<file path="src/rtl/bnk_pkg.sv">
package bnk_pkg;

    typedef enum logic {
        WR_IDLE  = 1'b0,
        WR_ARMED = 1'b1
    } wr_state_e;

endpackage

</file>
<file path="src/rtl/bnk_wr_fsm.sv">
module bnk_wr_fsm
    import bnk_pkg::*;
#(
    parameter int          AW       = 16,
    parameter int          DW       = 8,
    parameter logic [15:0] REG_ADDR = 16'h0200
) (
    input  logic          clk,
    input  logic          rst_n,
    input  logic [AW-1:0] cpu_addr,
    input  logic [DW-1:0] cpu_data,
    input  logic          cpu_wr_n,
    output logic          commit,
    output logic [DW-1:0] commit_data
);

    wr_state_e     state_q;
    wr_state_e     state_d;
    logic [DW-1:0] hold_q;
    logic          addr_hit;

    assign addr_hit = (cpu_addr == AW'(REG_ADDR));

    // next-state decision
    always_comb begin
        state_d = state_q;
        unique case (state_q)
            WR_IDLE:  if (!cpu_wr_n && addr_hit) state_d = WR_ARMED; // IDLE_TO_ARMED
            WR_ARMED: if (cpu_wr_n)              state_d = WR_IDLE;  // ARMED_TO_IDLE
            default:                             state_d = WR_IDLE;
        endcase
    end

    // state register
    always_ff @(posedge clk or negedge rst_n) begin
        if (!rst_n) state_q <= WR_IDLE;
        else        state_q <= state_d;
    end

    // capture data on every edge the strobe is low while armed or arming
    always_ff @(posedge clk or negedge rst_n) begin
        if (!rst_n)                                   hold_q <= '0;
        else if (state_d == WR_ARMED && !cpu_wr_n)    hold_q <= cpu_data;
    end

    // outputs
    always_comb begin
        commit      = 1'b0;
        commit_data = hold_q;
        unique case (state_q)
            WR_IDLE:  commit = 1'b0;
            WR_ARMED: commit = cpu_wr_n;
            default:  commit = 1'b0;
        endcase
    end

    AST_COMMIT_AFTER_LOW: assert property (@(posedge clk) disable iff (!rst_n)
        commit |-> (cpu_wr_n && !$past(cpu_wr_n)));

    AST_ARM_NEEDS_HIT: assert property (@(posedge clk) disable iff (!rst_n)
        (state_q == WR_IDLE && state_d == WR_ARMED) |-> addr_hit);

endmodule

</file>
<file path="src/rtl/bnk_reg.sv">
module bnk_reg #(
    parameter int DW = 8
) (
    input  logic          clk,
    input  logic          rst_n,
    input  logic          load,
    input  logic [DW-1:0] load_data,
    output logic [DW-1:0] bank_q
);

    always_ff @(posedge clk or negedge rst_n) begin
        if (!rst_n)    bank_q <= '0;
        else if (load) bank_q <= load_data;
    end

    AST_HOLD_WITHOUT_LOAD: assert property (@(posedge clk) disable iff (!rst_n)
        !load |=> $stable(bank_q));

    AST_LOAD_TAKES_DATA: assert property (@(posedge clk) disable iff (!rst_n)
        load |=> (bank_q == $past(load_data)));

endmodule

</file>
<file path="src/rtl/bnk_xlate.sv">
module bnk_xlate #(
    parameter int CPU_AW  = 16,
    parameter int PHYS_AW = 19,
    parameter int DW      = 8
) (
    input  logic               clk,
    input  logic               rst_n,
    input  logic [CPU_AW-1:0]  cpu_addr,
    input  logic [DW-1:0]      bank_q,
    output logic [PHYS_AW-1:0] phys_addr,
    output logic               rom_cs,
    output logic               ram_cs
);

    localparam int WIN_W   = CPU_AW - 1;
    localparam int BANK_W  = PHYS_AW - WIN_W;
    localparam int SEL_BIT = DW - 1;

    logic upper;
    assign upper = cpu_addr[CPU_AW-1];

    assign phys_addr[WIN_W-1:0] = cpu_addr[WIN_W-1:0];

    for (genvar i = 0; i < BANK_W; i++) begin : g_bank
        assign phys_addr[WIN_W+i] = upper & bank_q[i];
    end

    assign rom_cs = upper & ~bank_q[SEL_BIT];
    assign ram_cs = ~upper | bank_q[SEL_BIT];

    AST_ONE_SELECT: assert property (@(posedge clk) disable iff (!rst_n)
        $countones({rom_cs, ram_cs}) == 1);

    AST_LOW_HALF_FIXED: assert property (@(posedge clk) disable iff (!rst_n)
        !cpu_addr[CPU_AW-1] |-> (ram_cs && phys_addr[PHYS_AW-1:WIN_W] == '0));

    AST_LOW_BITS_PASS: assert property (@(posedge clk) disable iff (!rst_n)
        phys_addr[WIN_W-1:0] == cpu_addr[WIN_W-1:0]);

endmodule

</file>
<file path="src/rtl/bnk_window.sv">
module bnk_window #(
    parameter int          CPU_AW   = 16,
    parameter int          PHYS_AW  = 19,
    parameter int          DW       = 8,
    parameter logic [15:0] REG_ADDR = 16'h0200
) (
    input  logic               clk,
    input  logic               rst_n,
    input  logic [CPU_AW-1:0]  cpu_addr,
    input  logic [DW-1:0]      cpu_data,
    input  logic               cpu_wr_n,
    output logic [PHYS_AW-1:0] phys_addr,
    output logic               rom_cs,
    output logic               ram_cs,
    output logic [DW-1:0]      bank_q
);

    logic          commit;
    logic [DW-1:0] commit_data;

    bnk_wr_fsm #(
        .AW       (CPU_AW),
        .DW       (DW),
        .REG_ADDR (REG_ADDR)
    ) u_fsm (
        .clk         (clk),
        .rst_n       (rst_n),
        .cpu_addr    (cpu_addr),
        .cpu_data    (cpu_data),
        .cpu_wr_n    (cpu_wr_n),
        .commit      (commit),
        .commit_data (commit_data)
    );

    bnk_reg #(
        .DW (DW)
    ) u_reg (
        .clk       (clk),
        .rst_n     (rst_n),
        .load      (commit),
        .load_data (commit_data),
        .bank_q    (bank_q)
    );

    bnk_xlate #(
        .CPU_AW  (CPU_AW),
        .PHYS_AW (PHYS_AW),
        .DW      (DW)
    ) u_xlate (
        .clk       (clk),
        .rst_n     (rst_n),
        .cpu_addr  (cpu_addr),
        .bank_q    (bank_q),
        .phys_addr (phys_addr),
        .rom_cs    (rom_cs),
        .ram_cs    (ram_cs)
    );

    AST_REG_STABLE_WHILE_LOW: assert property (@(posedge clk) disable iff (!rst_n)
        (!cpu_wr_n && !$past(cpu_wr_n)) |-> $stable(bank_q));

endmodule

</file>
<file path="config.mk">
export PLATFORM = sky130hd
export DESIGN_NAME = bnk_window
export DESIGN_NICKNAME = d
export VERILOG_FILES = /design/src/rtl/bnk_pkg.sv /design/src/rtl/bnk_wr_fsm.sv /design/src/rtl/bnk_reg.sv /design/src/rtl/bnk_xlate.sv /design/src/rtl/bnk_window.sv
export SDC_FILE = /design/constraint.sdc
export NUM_CORES = 1
export LEC_CHECK = 0
export BUFFER_PORTS_ARGS = -buffer_cell sky130_fd_sc_hd__buf_2
export CORE_ASPECT_RATIO = 1.5
export CORE_MARGIN = 8
export CORE_UTILIZATION = 40
export DETAILED_ROUTE_END_ITERATION = 10
export GPL_TIMING_DRIVEN = 0
export PLACE_DENSITY_LB_ADDON = 0.15
export SLEW_MARGIN = 20
export SYNTH_ARGS = -nofsm -noshare
export SYNTH_HDL_FRONTEND = slang
export SYNTH_SLANG_ARGS = --single-unit
</file>
<file path="constraint.sdc">
create_clock -name clk -period 1.2 [get_ports clk]
set_input_delay 0.06 -clock clk [delete_from_list [all_inputs] [get_ports clk]]
set_output_delay 0.06 -clock clk [all_outputs]
set_load 0.1 [all_outputs]
</file>
==> metrics.yaml, run 1 <==
arrival_ns: 1.60
seqCellArea_sq_um: 435
clockBufferDepth: 2
drive_above_1_share_pct: 74.1
rsz0062_at_grt: "yes"
vias: 1093
drc: 0
crit_fanout: 5
dpl.hpwl_mm: 2.36
dr.pass1.iters: 4
p_leak_nw: 0.914
finalClockSkew_ns: 0.000735
io_buffers: 54
chipWidth_microns: 58.1
finalSetupTns_ns: -2.75
pwr-share-seq_pct: 36.0
root_buffer: "clkbuf_8"
net-switching-power_mw: 0.660
worst_pin_slew_ns: 0.769
place_congestion: 0.744
p_clk_share_pct: 25.9
boundaryPins: 56
ir_worst_vdd_mv: 0.681
yosysWarnings: 0
clk_pin_slew_ns: 0.06
n_antenna_cell: 0
cts_tree: "built"
slew_headroom_pct: 48.7
routed_via_density: 5.49
avgRoutedWirePerCell_microns: 16.8
syn_nets: 131
post-route-min-period_ns: 1.45
die-area_sq_um: 4590
cts.sinks: 17
drt_iter0_drc: 7
setup_ws_ns: -0.247
multi_input_area_sq_um: 634
path_cells: "buf_6 > or4b_4 > or4_4 > o311ai_1"
drv_cap: 0
syn_inst: 104
rows: 23
antenna_found_initial: 0
post-place-ws_ns: -0.762
ff2ff_setup_slack_ns: -0.17
internal_power_mw: 0.987
startpoint_type: "input port"
nets: 202
ant_nets: 0
dp.cells: 183
syn_avg_cell_area_sq_um: 10.2
grt_pass1_vias: 1097
yosysTopAreaCellShare_pct: 40.1
yosysSeqAreaShare_pct: 40.1
hp-class: "input port to flip-flop"
yosys-top-cells-area: "dfrtp_1, buf_4, mux2_2"
combPwrFrac_pct: 38.1
die_h_microns: 79.1
max_freq_mhz: 691
outcome: "finished with violations"
numCtsBuffers: 3
grt_pass1_wl_mm: 5.06
layout.cells.non_filler: 199
synth_top_area_cell: "dfrtp_1"
final-hold-violation-count: 0
p_sw_share_pct: 40.1
grt_overflow: 0
finalMaxSlewViolations: 0
dpl_cell_area_sq_um: 1390
synth_cell_types: 19
path_class: "input port to flip-flop"
start_util_pct: 41.0
clock_latency_ns: 0.25
synthesis.area_sq_um: 1060
fin_area_sq_um: 1790
required_ns: 1.35
track_usage_pct: 13.6
cts_htree_levels: 1
grt_max_degree: 18
routed_wl_mm: 3.35
power-per-cell-area_nw_per_um2: 921
syn_to_final_growth_pct: 68.5
core_sq_um: 2590
violations: "negative setup slack"
cp_slowest_cell: "or4_4"
crit_path_end_kind: "flip-flop"
period_share_pct: 121
synth_seq_cells: 17
setup_violations: 18
max_stage_delay_ns: 0.62
fillCellCount: 201
-- cell usage after synthesis (all sizes together) --
| cell | n |
|---|---|
| nand2 | 1 |
| dfrtp | 17 |
| a22oi | 8 |
| mux2 | 8 |
| or4b | 1 |
| buf | 19 |
| o41ai | 8 |
| clkbuf | 5 |
| nor2b | 9 |
| o311ai | 8 |
| or2b | 1 |
| and2 | 4 |
| a21oi | 1 |
| inv | 10 |
| or4 | 4 |
-- cell families after synthesis --
family,Yosys count,share of synthesized area (%)
AO/OA/AOI/OAI,25,19.3
buffers and inverters,34,18.9
flip-flops,17,40.1
multiplexers,8,8.49
AND/OR/NAND/NOR,20,13.2
-- repair_timing --
action	in CTS	in global routing
gates resized for setup	29	14
hold endpoints to repair	17	0
buffers inserted	7	7
gates cloned	1	0
endpoints found under the setup margin	23	19
hold buffers	1	0
pin swaps	6	3
-- per-stage QoR --
| stage | utilization [%] | hold WS (ns) | power (mW) |
|---|---|---|---|
| finish | 69.0 | 0.0567 | 1.65 |
| global route | 69.0 | 0.0568 | 1.70 |
| CTS | 62.6 | 0.0577 | 1.63 |
| detailed placement | 53.7 | 0.00574 | 1.16 |
| global placement | 53.7 | -0.00287 | 1.15 |
| floorplan | - | -0.236 | 1.04 |
-- power by group through the flow --
stage / clock network, mW / registers (mW) / logic [mW]
3_5_place_dp: 0 / 0.604 / 0.555
5_1_grt: 0.456 / 0.594 / 0.650
6_report: 0.427 / 0.593 / 0.627
2_1_floorplan: 0 / 0.688 / 0.353
4_1_cts: 0.434 / 0.593 / 0.603
3_3_place_gp: 0 / 0.603 / 0.547
-- metal layers --
metal,routed length (microns),global-route usage (%),part of all wire [%]
met1,1170,13.4,35
met2,1870,25.9,56
met3,258,4.20,7.7
met4,52,3.94,1.6
met5,0,0,0
-- worst paths after layout --
check | cells past startpoint | end | start
worst max-delay path | 4 | u_fsm.commit_data[2] | cpu_addr[11]
worst min-delay path | 3 | u_fsm.commit_data[0] | cpu_data[0]
worst max register to register | 4 | u_fsm.commit_data[4] | u_fsm.state_q
worst min register to register | 1 | u_reg.bank_q[4] | u_reg.bank_q[4]
max in group asynchronous | 2 | u_reg.bank_q[5] | rst_n
min in group asynchronous | 2 | u_fsm.commit_data[3] | rst_n
-- critical path: cells and delay by family --
family,cells,cell delay (ns)
AO/OA/AOI/OAI,1,0.25
buffers and inverters,1,0.09
AND/OR/NAND/NOR,2,1.19
-- cell usage in the layout (no fill, tap or decap), types with 3 or more instances in the layout --
master,instances
a22oi_1,8
and2_4,4
buf_2,43
buf_4,31
buf_6,7
clkbuf_1,3
clkbuf_8,3
dfrtp_1,9
dfrtp_2,8
inv_1,9
mux2_2,8
nor2b_1,9
o311ai_4,4
o41ai_1,3
o41ai_4,3
or4_4,5
-- registers in the layout, indices dropped and copies added, names as in the netlist --
name               flops
u_fsm.commit_data      8
u_fsm.state_q          1
u_reg.bank_q           8
-- layout make-up --
class | count | area share (%)
buffer | 20 | 7.84
clock buffer | 4 | 2.52
inverter | 10 | 2.31
multi-input combinational | 54 | 35.5
sequential | 17 | 24.4
tap | 25 | 1.75
timing repair buffer | 69 | 25.8
Note: power is estimated with default switching activity, not from simulation.
==> inputs of run 2 (changes only) <==
--- a/config.mk
+++ b/config.mk
@@ -12,6 +12,7 @@
 export DETAILED_ROUTE_END_ITERATION = 10
 export GPL_TIMING_DRIVEN = 0
 export PLACE_DENSITY_LB_ADDON = 0.15
+export REMOVE_ABC_BUFFERS = 1
 export SLEW_MARGIN = 20
 export SYNTH_ARGS = -nofsm -noshare
 export SYNTH_HDL_FRONTEND = slang
==> metrics.yaml, run 2 (same netlist as run 1, synthesis figures left out) <==
hp-class: "input port to flip-flop"
cp_slowest_cell: "or4_4"
final_common_cell: "buf_2"
cts_tree: "built"
slew_headroom_pct: 66.1
ir_worst_vdd_mv: 0.957
antenna_found_initial: 0
rsz0062_at_grt: "yes"
vias: 966
grt_pass1_wl_mm: 4.61
finalClockSkew_ns: 0.00122
p_total_mw: 1.59
routed_wl_mm: 2.93
crit_path_end_kind: "flip-flop"
start_util_pct: 41.0
path_delay_family: "simple AND/OR/NAND/NOR gates"
fillCellCount: 232
wl_met1_mm: 1.26
worst_pin_slew_ns: 0.508
power-per-cell-area_nw_per_um2: 1040
cp_common_cell: "or4_4"
drv_cap: 0
n_antenna_cell: 0
ant_nets: 0
crit_fanout: 4
drt_iter0_drc: 25
drc: 0
path_class: "input port to flip-flop"
clockBufferDepth: 2
wl_met2_mm: 1.36
outcome: "finished with violations"
holdWs_ns: 0.0581
grt_overflow: 0
die-area_sq_um: 4590
cts.sinks: 17
avgRoutedWirePerCell_microns: 16.8
root_buffer: "clkbuf_8"
final-hold-violation-count: 0
rows: 23
required_ns: 1.36
dr.pass1.iters: 4
chipWidth_microns: 58.1
finalMaxSlewViolations: 0
setup_ws_ns: -0.220
critPathBufInv: 1
clock_latency_ns: 0.25
grt_max_degree: 20
startpoint_type: "input port"
place_congestion: 0.760
numCtsBuffers: 3
path_cells: "buf_6 > or4_4 > or4_4 > o311ai_2"
core_sq_um: 2590
arrival_ns: 1.58
syn_to_final_growth_pct: 44.2
post-route-min-period_ns: 1.42
track_usage_pct: 12.6
post-place-ws_ns: -0.692
final_cell_mix: "buf_2, dfrtp_1, buf_4"
die_h_microns: 79.1
routed_via_density: 5.55
drive_above_1_share_pct: 65.8
setup_violations: 10
p_leak_nw: 0.729
grt_pass1_vias: 1030
violations: "negative setup slack"
period_share_pct: 118
dr.max_layer_used: "met4"
met3_length_microns: 258
max_stage_delay_ns: 0.61
boundaryPins: 56
io_buffers: 55
cts_htree_levels: 1
nets: 177
dpl.hpwl_mm: 2.00
max_freq_mhz: 704
clk_pin_slew_ns: 0.07
-- run 2: cell types whose count changed in the layout (fill, tap and decap cells not counted), moves of 4 or more --
cell and delta:
o311ai_2 +5, and2_1 +4, and2_4 -4, dfrtp_1 +7, dfrtp_2 -7, buf_4 -21
-- run 2: layout make-up --
class	instances	area (sq um)	share of cell area (%)
inverters	10	37.5	2.45
repair buffers	64	405	26.5
flip-flops and latches	17	427	27.9
well taps	25	31.3	2.04
clock buffers	4	45.0	2.94
multi-input cells	54	584	38.2
-- run 2: worst paths after layout --
| kind | startpoint | end | slack, ns | cells past startpoint |
|---|---|---|---|---|
| worst max-delay path | cpu_addr[5] | u_fsm.commit_data[1] | -0.22 | 4 |
| min in group asynchronous | rst_n | u_reg.bank_q[1] | 0.26 | 2 |
| worst min-delay path | cpu_data[7] | u_fsm.commit_data[7] | 0.06 | 3 |
| worst max register to register | u_fsm.state_q | u_fsm.commit_data[4] | -0.07 | 3 |
| max in group asynchronous | rst_n | u_fsm.state_q | 0.64 | 2 |
| worst min register to register | u_reg.bank_q[6] | u_reg.bank_q[6] | 0.51 | 1 |
-- run 2: per-layer routing --
metal	global-route usage (%)	vias to the layer above
li1	-	458
met1	13.3	447
met2	21.9	57
met3	4.20	4
met4	5.91	0
met5	0	-
-- run 2: where the power goes --
group          switching, mW  total (mW)  internal (mW)  leakage, nW
Combinational          0.440       0.556          0.116        0.514
Clock                  0.207       0.443          0.236       0.0228
Sequential           0.00568       0.590          0.584        0.192
-- run 2: repair_timing --
item	CTS	global route
hold buffers	1	0
pin swaps	6	6
setup endpoints to repair	22	20
setup buffers	5	3
cloned	1	0
hold endpoints to repair	17	0
resized for setup	27	13
-- run 2: metrics by stage --
step,cells,TNS (ns),area [sq um],utilization (%)
2_1_floorplan,80,-8.65,898,-
3_3_place_gp,160,-6.90,1200,46.5
3_5_place_dp,160,-7.15,1200,46.5
4_1_cts,171,-1.52,1430,55.3
5_1_grt,174,-2.04,1530,59.1
6_report,174,-1.79,1530,59.1
-- run 2: tightest hold or removal path, cell delays in order --
cell      delay (ns)
buf_2           0.09
a22oi_1         0.06
o311ai_2        0.07
